[src/rtl/mod60_pkg.sv]
package mod60_pkg;
    parameter int UNITS_W = 4;
    parameter int TENS_W  = 3;

    typedef logic [UNITS_W-1:0] units_t;
    typedef logic [TENS_W-1:0]  tens_t;

    typedef struct packed {
        units_t digit;
    } units_state_t;

    typedef struct packed {
        tens_t digit;
    } tens_state_t;
endpackage

[src/rtl/mod60_units.sv]
module mod60_units
    import mod60_pkg::*;
(
    input  logic   clk,
    input  logic   rst,
    input  logic   step,
    output units_t digit,
    output logic   at_last
);
    localparam int HI_BIT = UNITS_W - 1;

    units_state_t st_d, st_q;
    logic         last_hit;

    always_comb begin
        // Nine is the first code in the decade with both end bits set
        last_hit = st_q.digit[HI_BIT] & st_q.digit[0];
        st_d     = st_q;
        if (rst) begin
            st_d.digit = '0;
        end else if (step) begin
            if (last_hit) st_d.digit = '0;
            else          st_d.digit = st_q.digit + units_t'(1);
        end
    end

    always_ff @(posedge clk) begin
        st_q <= st_d;
    end

    assign digit   = st_q.digit;
    assign at_last = last_hit;

    AST_UNITS_BCD: assert property (@(posedge clk) disable iff (rst)
        st_q.digit <= units_t'(9));
    AST_UNITS_WRAP: assert property (@(posedge clk) disable iff (rst)
        (step && st_q.digit == units_t'(9)) |=> st_q.digit == '0);
    AST_UNITS_STEP: assert property (@(posedge clk) disable iff (rst)
        (step && st_q.digit != units_t'(9)) |=> st_q.digit == $past(st_q.digit) + units_t'(1));
endmodule

[src/rtl/mod60_tens.sv]
module mod60_tens
    import mod60_pkg::*;
(
    input  logic  clk,
    input  logic  rst,
    input  logic  step,
    output tens_t digit,
    output logic  at_last
);
    localparam int HI_BIT = TENS_W - 1;

    tens_state_t st_d, st_q;
    logic        five_hit;

    always_comb begin
        // Five is the first code in 0..5 with both end bits set
        five_hit = st_q.digit[HI_BIT] & st_q.digit[0];
        st_d     = st_q;
        if (rst) begin
            st_d.digit = '0;
        end else if (step) begin
            if (five_hit) st_d.digit = '0;
            else          st_d.digit = st_q.digit + tens_t'(1);
        end
    end

    always_ff @(posedge clk) begin
        st_q <= st_d;
    end

    assign digit   = st_q.digit;
    assign at_last = five_hit;

    AST_TENS_RANGE: assert property (@(posedge clk) disable iff (rst)
        st_q.digit <= tens_t'(5));
    AST_TENS_HOLD: assert property (@(posedge clk) disable iff (rst)
        !step |=> $stable(st_q.digit));
endmodule

[src/rtl/mod60_counter.sv]
module mod60_counter
    import mod60_pkg::*;
(
    input  logic               clk,
    input  logic               rst,
    input  logic               cnt_en,
    output logic [UNITS_W-1:0] units_o,
    output logic [TENS_W-1:0]  tens_o,
    output logic               tick_o
);
    units_t units_w;
    tens_t  tens_w;
    logic   units_last;
    logic   tens_last;
    logic   tens_step;

    assign tens_step = cnt_en & units_last;

    mod60_units u_units (
        .clk     (clk),
        .rst     (rst),
        .step    (cnt_en),
        .digit   (units_w),
        .at_last (units_last)
    );

    mod60_tens u_tens (
        .clk     (clk),
        .rst     (rst),
        .step    (tens_step),
        .digit   (tens_w),
        .at_last (tens_last)
    );

    assign units_o = units_w;
    assign tens_o  = tens_w;
    assign tick_o  = tens_step & tens_last;

    AST_TICK_SINGLE: assert property (@(posedge clk) disable iff (rst)
        tick_o |=> !tick_o);
    AST_TICK_WRAP: assert property (@(posedge clk) disable iff (rst)
        tick_o |=> (units_o == '0 && tens_o == '0));
    AST_IDLE_FREEZE: assert property (@(posedge clk) disable iff (rst)
        !cnt_en |=> ($stable(units_o) && $stable(tens_o)));
    AST_IDLE_QUIET: assert property (@(posedge clk) disable iff (rst)
        !cnt_en |-> !tick_o);
    AST_RESET_CLEAR: assert property (@(posedge clk)
        rst |=> (units_o == '0 && tens_o == '0));
endmodule

[config.mk]
export PLATFORM = sky130hd
export DESIGN_NAME = mod60_counter
export DESIGN_NICKNAME = d
export VERILOG_FILES = /design/src/rtl/mod60_pkg.sv /design/src/rtl/mod60_units.sv /design/src/rtl/mod60_tens.sv /design/src/rtl/mod60_counter.sv
export SDC_FILE = /design/constraint.sdc
export NUM_CORES = 1
export LEC_CHECK = 0
export ABC_AREA = 1
export CORE_AREA = 3 3 40 42
export CTS_CLUSTER_DIAMETER = 120
export DETAILED_ROUTE_END_ITERATION = 6
export DIE_AREA = 0 0 43 45
export DONT_BUFFER_PORTS = 1
export PLACE_DENSITY = 0.33
export REMOVE_ABC_BUFFERS = 1
export SKIP_LAST_GASP = 1
export SYNTH_ARGS = -nofsm -noshare
export SYNTH_HDL_FRONTEND = slang
export SYNTH_SLANG_ARGS = --single-unit
[constraint.sdc]
create_clock -name clk -period 1.25 [get_ports clk]
set_input_delay 0.125 -clock clk [delete_from_list [all_inputs] [get_ports clk]]
set_output_delay 0.125 -clock clk [all_outputs]
set_load 0.02 [all_outputs]
# After elaboration in Yosys (flattened, before gate mapping)
# Cells that the tools add are included.
# W data, S select, Z words.
[word_totals] out_inout_bits=8 regBits=7 elab_cells=10 input_bits=3
[op_classes] n_bitwise=4 mux=2 addsub=2
[op_table] cell="$add A4 B1 Y4 const B" count=1
[op_table] cell="$and A1 B1 Y1" count=4
[op_table] cell="$mux W4" count=1
[op_table] cell="$add A3 B1 Y3 const B" count=1
[op_table] cell="$mux W3" count=1

# Logic depth before layout (Yosys ltp)
[depth] ltp_word=3 ltp_mapped=5 ltp_nobuf=5

# By module
# A second synthesis with hierarchy kept.
[hier_totals] hier_cells=53 hier_area_um2=352.8
[by_module_without_submodules] mod="mod60_units" n_inst=1 cells_each=26 area_each_um2=186.4
[by_module_without_submodules] mod="mod60_tens" n_inst=1 cells_each=23 area_each_um2=148.9
[by_module_without_submodules] mod="mod60_counter" n_inst=1 cells_each=4 area_each_um2=17.5

# Worst setup path after synthesis
# No wires, ideal clock.
[synth_timing] path_type="register to output" start="register u_units.st_q (netlist bit u_units.digit[0])" end="output tick_o" n_path_buf=0 required_ns=1.125 arrival_ns=1.016 stages_incl_launch_ff=3 setup_slack_ns=0.109 path_cell_list="dfxtp_1 > nand3_2 > nor2_1"
[synth_between] elab_chain_cells=3
[synth_lines] item="from (decl)" line_no="mod60_units.sv:12" text="units_state_t st_d, st_q;"
[synth_lines] item="from (signal assigned)" line_no="mod60_units.sv:28" text="st_q <= st_d;"
[synth_lines] item="$and A1 B1 Y1" line_no="mod60_units.sv:17" text="last_hit = st_q.digit[HI_BIT] & st_q.digit[0];"
[synth_lines] item="$and A1 B1 Y1" line_no="mod60_counter.sv:17" text="assign tens_step = cnt_en & units_last;"
[synth_lines] item="$and A1 B1 Y1" line_no="mod60_counter.sv:37" text="assign tick_o = tens_step & tens_last;"
[synth_lines] item="to (decl)" line_no="mod60_counter.sv:9" text="output logic tick_o"
# No other way between the ends.

# Worst setup path after layout
[layout_timing] start="register u_units.st_q (netlist bit u_units.digit[3])" end="output tick_o"
# The elaborated chain is that of the path after synthesis.

==> flow_summary.rst <==
.. list-table::
   :header-rows: 1

   * - Metric
     - Value
   * - Setup bufs post-CTS
     - 0
   * - Synthesis-to-finish area growth
     - 36.6%
   * - Most common library cells after synthesis
     - nor2_1 (11), nand2_1 (10), dfxtp_1 (7)
   * - Slowest cell on crit path
     - dfxtp_2
   * - Clock Pin Slew Worst Setup and Hold Paths
     - 0.05 ns
   * - Starting density of the core
     - 0.250
   * - Setup-failing EPs final
     - 0
   * - Setup repair after global routing missed its margin
     - no
   * - Post-synth design cell area
     - 322 µm²
   * - Final critical-path required period
     - 1.12 ns
   * - Total track usage
     - 0.0867
   * - Clock tree from TritonCTS
     - built
   * - Total number of yosys warnings
     - 0
   * - Static leakage
     - 0.193 nW
   * - Top cell family by delay on the critical path
     - flip-flops
   * - Average routed wire per standard cell
     - 10.2 µm
   * - Required time worst endpoint
     - 1.12 ns
   * - Count of clock tree sinks
     - 7
   * - Final nets
     - 62
   * - I/O pin cnt
     - 11
   * - Critical path's largest stage delay
     - 0.37 ns
   * - Sum of routed wire length over all layers
     - 727 µm
   * - Top-area cell type share of the netlist area
     - 0.436
   * - Areal power density over the cells
     - 1100 nW/µm²
   * - Slew headroom
     - 0.814
   * - Count of antenna diodes in the layout
     - 0
   * - Number of hold violations in the final report
     - 0
   * - Global-route congestion overflow total
     - 0
   * - Dominant cells by area after synthesis
     - dfxtp_1 (44%), nor2_1 (13%), nand2_1 (12%)
   * - Fraction of layout instances using a drive strength above 1
     - 0.232
   * - X dimension of the die
     - 43 µm
   * - Number of cells produced by synthesis
     - 44
   * - Critical Path, Cell by Cell
     - nand3_4 > nor2_1 > buf_4
   * - Final critical-path share of the clock period
     - 0.894
   * - Placed standard-cell area
     - 393 µm²
   * - Arrival time reported for the critical path endpoint
     - 0.99 ns
   * - Setup crit end kind
     - output port
   * - Flip-flop and latch count after synthesis
     - 7
   * - Clk buf depth
     - 2
   * - Sequential area share after synthesis
     - 0.436
   * - HPWL Detailed
     - 601 µm
   * - Number of antenna-violating nets in the routed design
     - 0
   * - Max frequency
     - 894 MHz
   * - Sum Neg Setup Slack
     - 0 ns
   * - First-pass GRT wire length
     - 1.19 mm
   * - Maximum net fanout on the critical path
     - 6
   * - Cell Rows
     - 13
   * - Most numerous cell in the Yosys netlist
     - nor2_1
   * - Number of enable-type register cells in the synthesized netlist
     - 0
   * - Hold_ws
     - 0.0151 ns
   * - Root Buffer
     - clkbuf_4
   * - Path class of the lowest-slack min-delay path
     - in2reg
   * - Max rail drop VDD
     - 0.000441 V
   * - Overall die area
     - 1940 µm²
   * - Iteration-0 DRC Markers
     - 7
   * - Clock tree skew after final layout
     - 0.000441 ns
   * - Slew at the pin closest to its max-slew limit
     - 0.278 ns
   * - Post-route worst setup slack
     - 0.132 ns
   * - Pin count of the biggest net entering global routing
     - 8
   * - Post-route total power
     - 0.482 mW
   * - Number of global-route vias before repair
     - 297
   * - Gp weighted congestion
     - 0.738
   * - H-tree depth
     - 1
   * - Detailed-routing iteration count for the pre-antenna-repair pass
     - 2
   * - Source-to-sink clock delay at the later pin of the worst-skew pair
     - 0.25 ns
   * - Final Max Tran Viols
     - 0
   * - Cts bufs inserted
     - 3
   * - Main synth FF type
     - dfxtp_1
   * - Die Span Y
     - 45 µm
   * - Area inside the core boundary
     - 1280 µm²
   * - Synthesized area per cell
     - 7.31 µm²
   * - Post-route design area
     - 439 µm²
   * - Buffers and inverters on the worst path
     - 1
   * - Unique cell type count in the Yosys netlist
     - 13
   * - Launching element type of the critical path
     - register
   * - Via Count
     - 311
   * - Library cell with the largest summed area after synthesis
     - dfxtp_1
   * - Dpl ws
     - 0.262 ns
   * - Number of remaining DRC errors
     - 0
   * - Number of antenna violations at the first check in global routing
     - 0
   * - # port buffers
     - 0
   * - WS Path Type
     - reg2out
   * - Via density per instance
     - 4.38
   * - Result of the run
     - complete, no violations
   * - Total of max-cap violations
     - 0
   * - Asr flop ratio synth
     - 0
-- cell type report --
class                   count  area (µm²)
inverters                   3        11.3
well taps                  15        18.8
fillers                   149         846
clock buffers               4        26.3
flip-flops and latches      7         143
repair buffers              8        62.6
multi-input cells          34         178
-- what timing repair did --
item | in CTS | in global routing
hold buffers | 1 | 0
setup endpoints to repair | 0 | 1
endpoints found under the hold margin | 1 | 0
gates resized for setup | 0 | 3
-- stage by stage --
stage / utilization / std cells
floorplan: - / 44
global placement: 0.306 / 66
detailed placement: 0.306 / 66
CTS: 0.334 / 71
global route: 0.342 / 71
finish: 0.342 / 71
-- worst paths after layout --
path | depth (start not counted) | to | from | slack (ns)
max | 3 | tick_o | u_units.digit[3]$_SDFFE_PP0P_ | 0.13
min reg2reg | 2 | u_units.digit[3]$_SDFFE_PP0P_ | u_units.digit[3]$_SDFFE_PP0P_ | 0.53
min | 2 | u_units.digit[0]$_SDFFE_PP0P_ | cnt_en | 0.02
max reg2reg | 4 | u_units.digit[2]$_SDFFE_PP0P_ | u_units.digit[0]$_SDFFE_PP0P_ | 0.29
-- cell families after synthesis --
logic type	after synthesis	share of synthesized area
simple gates	28	0.377
flops	7	0.436
compound gates	3	0.0467
buf+inv	3	0.0350
fa+ha+maj	2	0.0778
xor+xnor	1	0.0272
-- cell usage in the layout, fill, tap and decap left out, types with 2 or more instances in the layout --
master / count
ha_1: 2
nand2_1: 10
dfxtp_1: 5
nor2_1: 11
inv_1: 3
buf_4: 7
o21ai_1: 2
nand3_1: 3
clkbuf_4: 3
dfxtp_2: 2
-- metal layers --
metal,track usage,part of all wire,wire [µm]
met5,0,0,0
met4,0.0723,0.011,8
met3,0.0279,0.094,68
met2,0.117,0.45,325
met1,0.111,0.45,325
-- registers in the layout, summed over array words and instances (netlist names) --
register and flops:
u_units.digit 4, u_tens.digit 3
-- power by group --
| part | switching, mW | leakage, nW | internal, mW |
|---|---|---|---|
| clock network | 0.0811 | 0.0150 | 0.122 |
| logic | 0.0235 | 0.121 | 0.0171 |
| registers | 0.00795 | 0.0577 | 0.230 |
(Power assumes the default switching activity.)
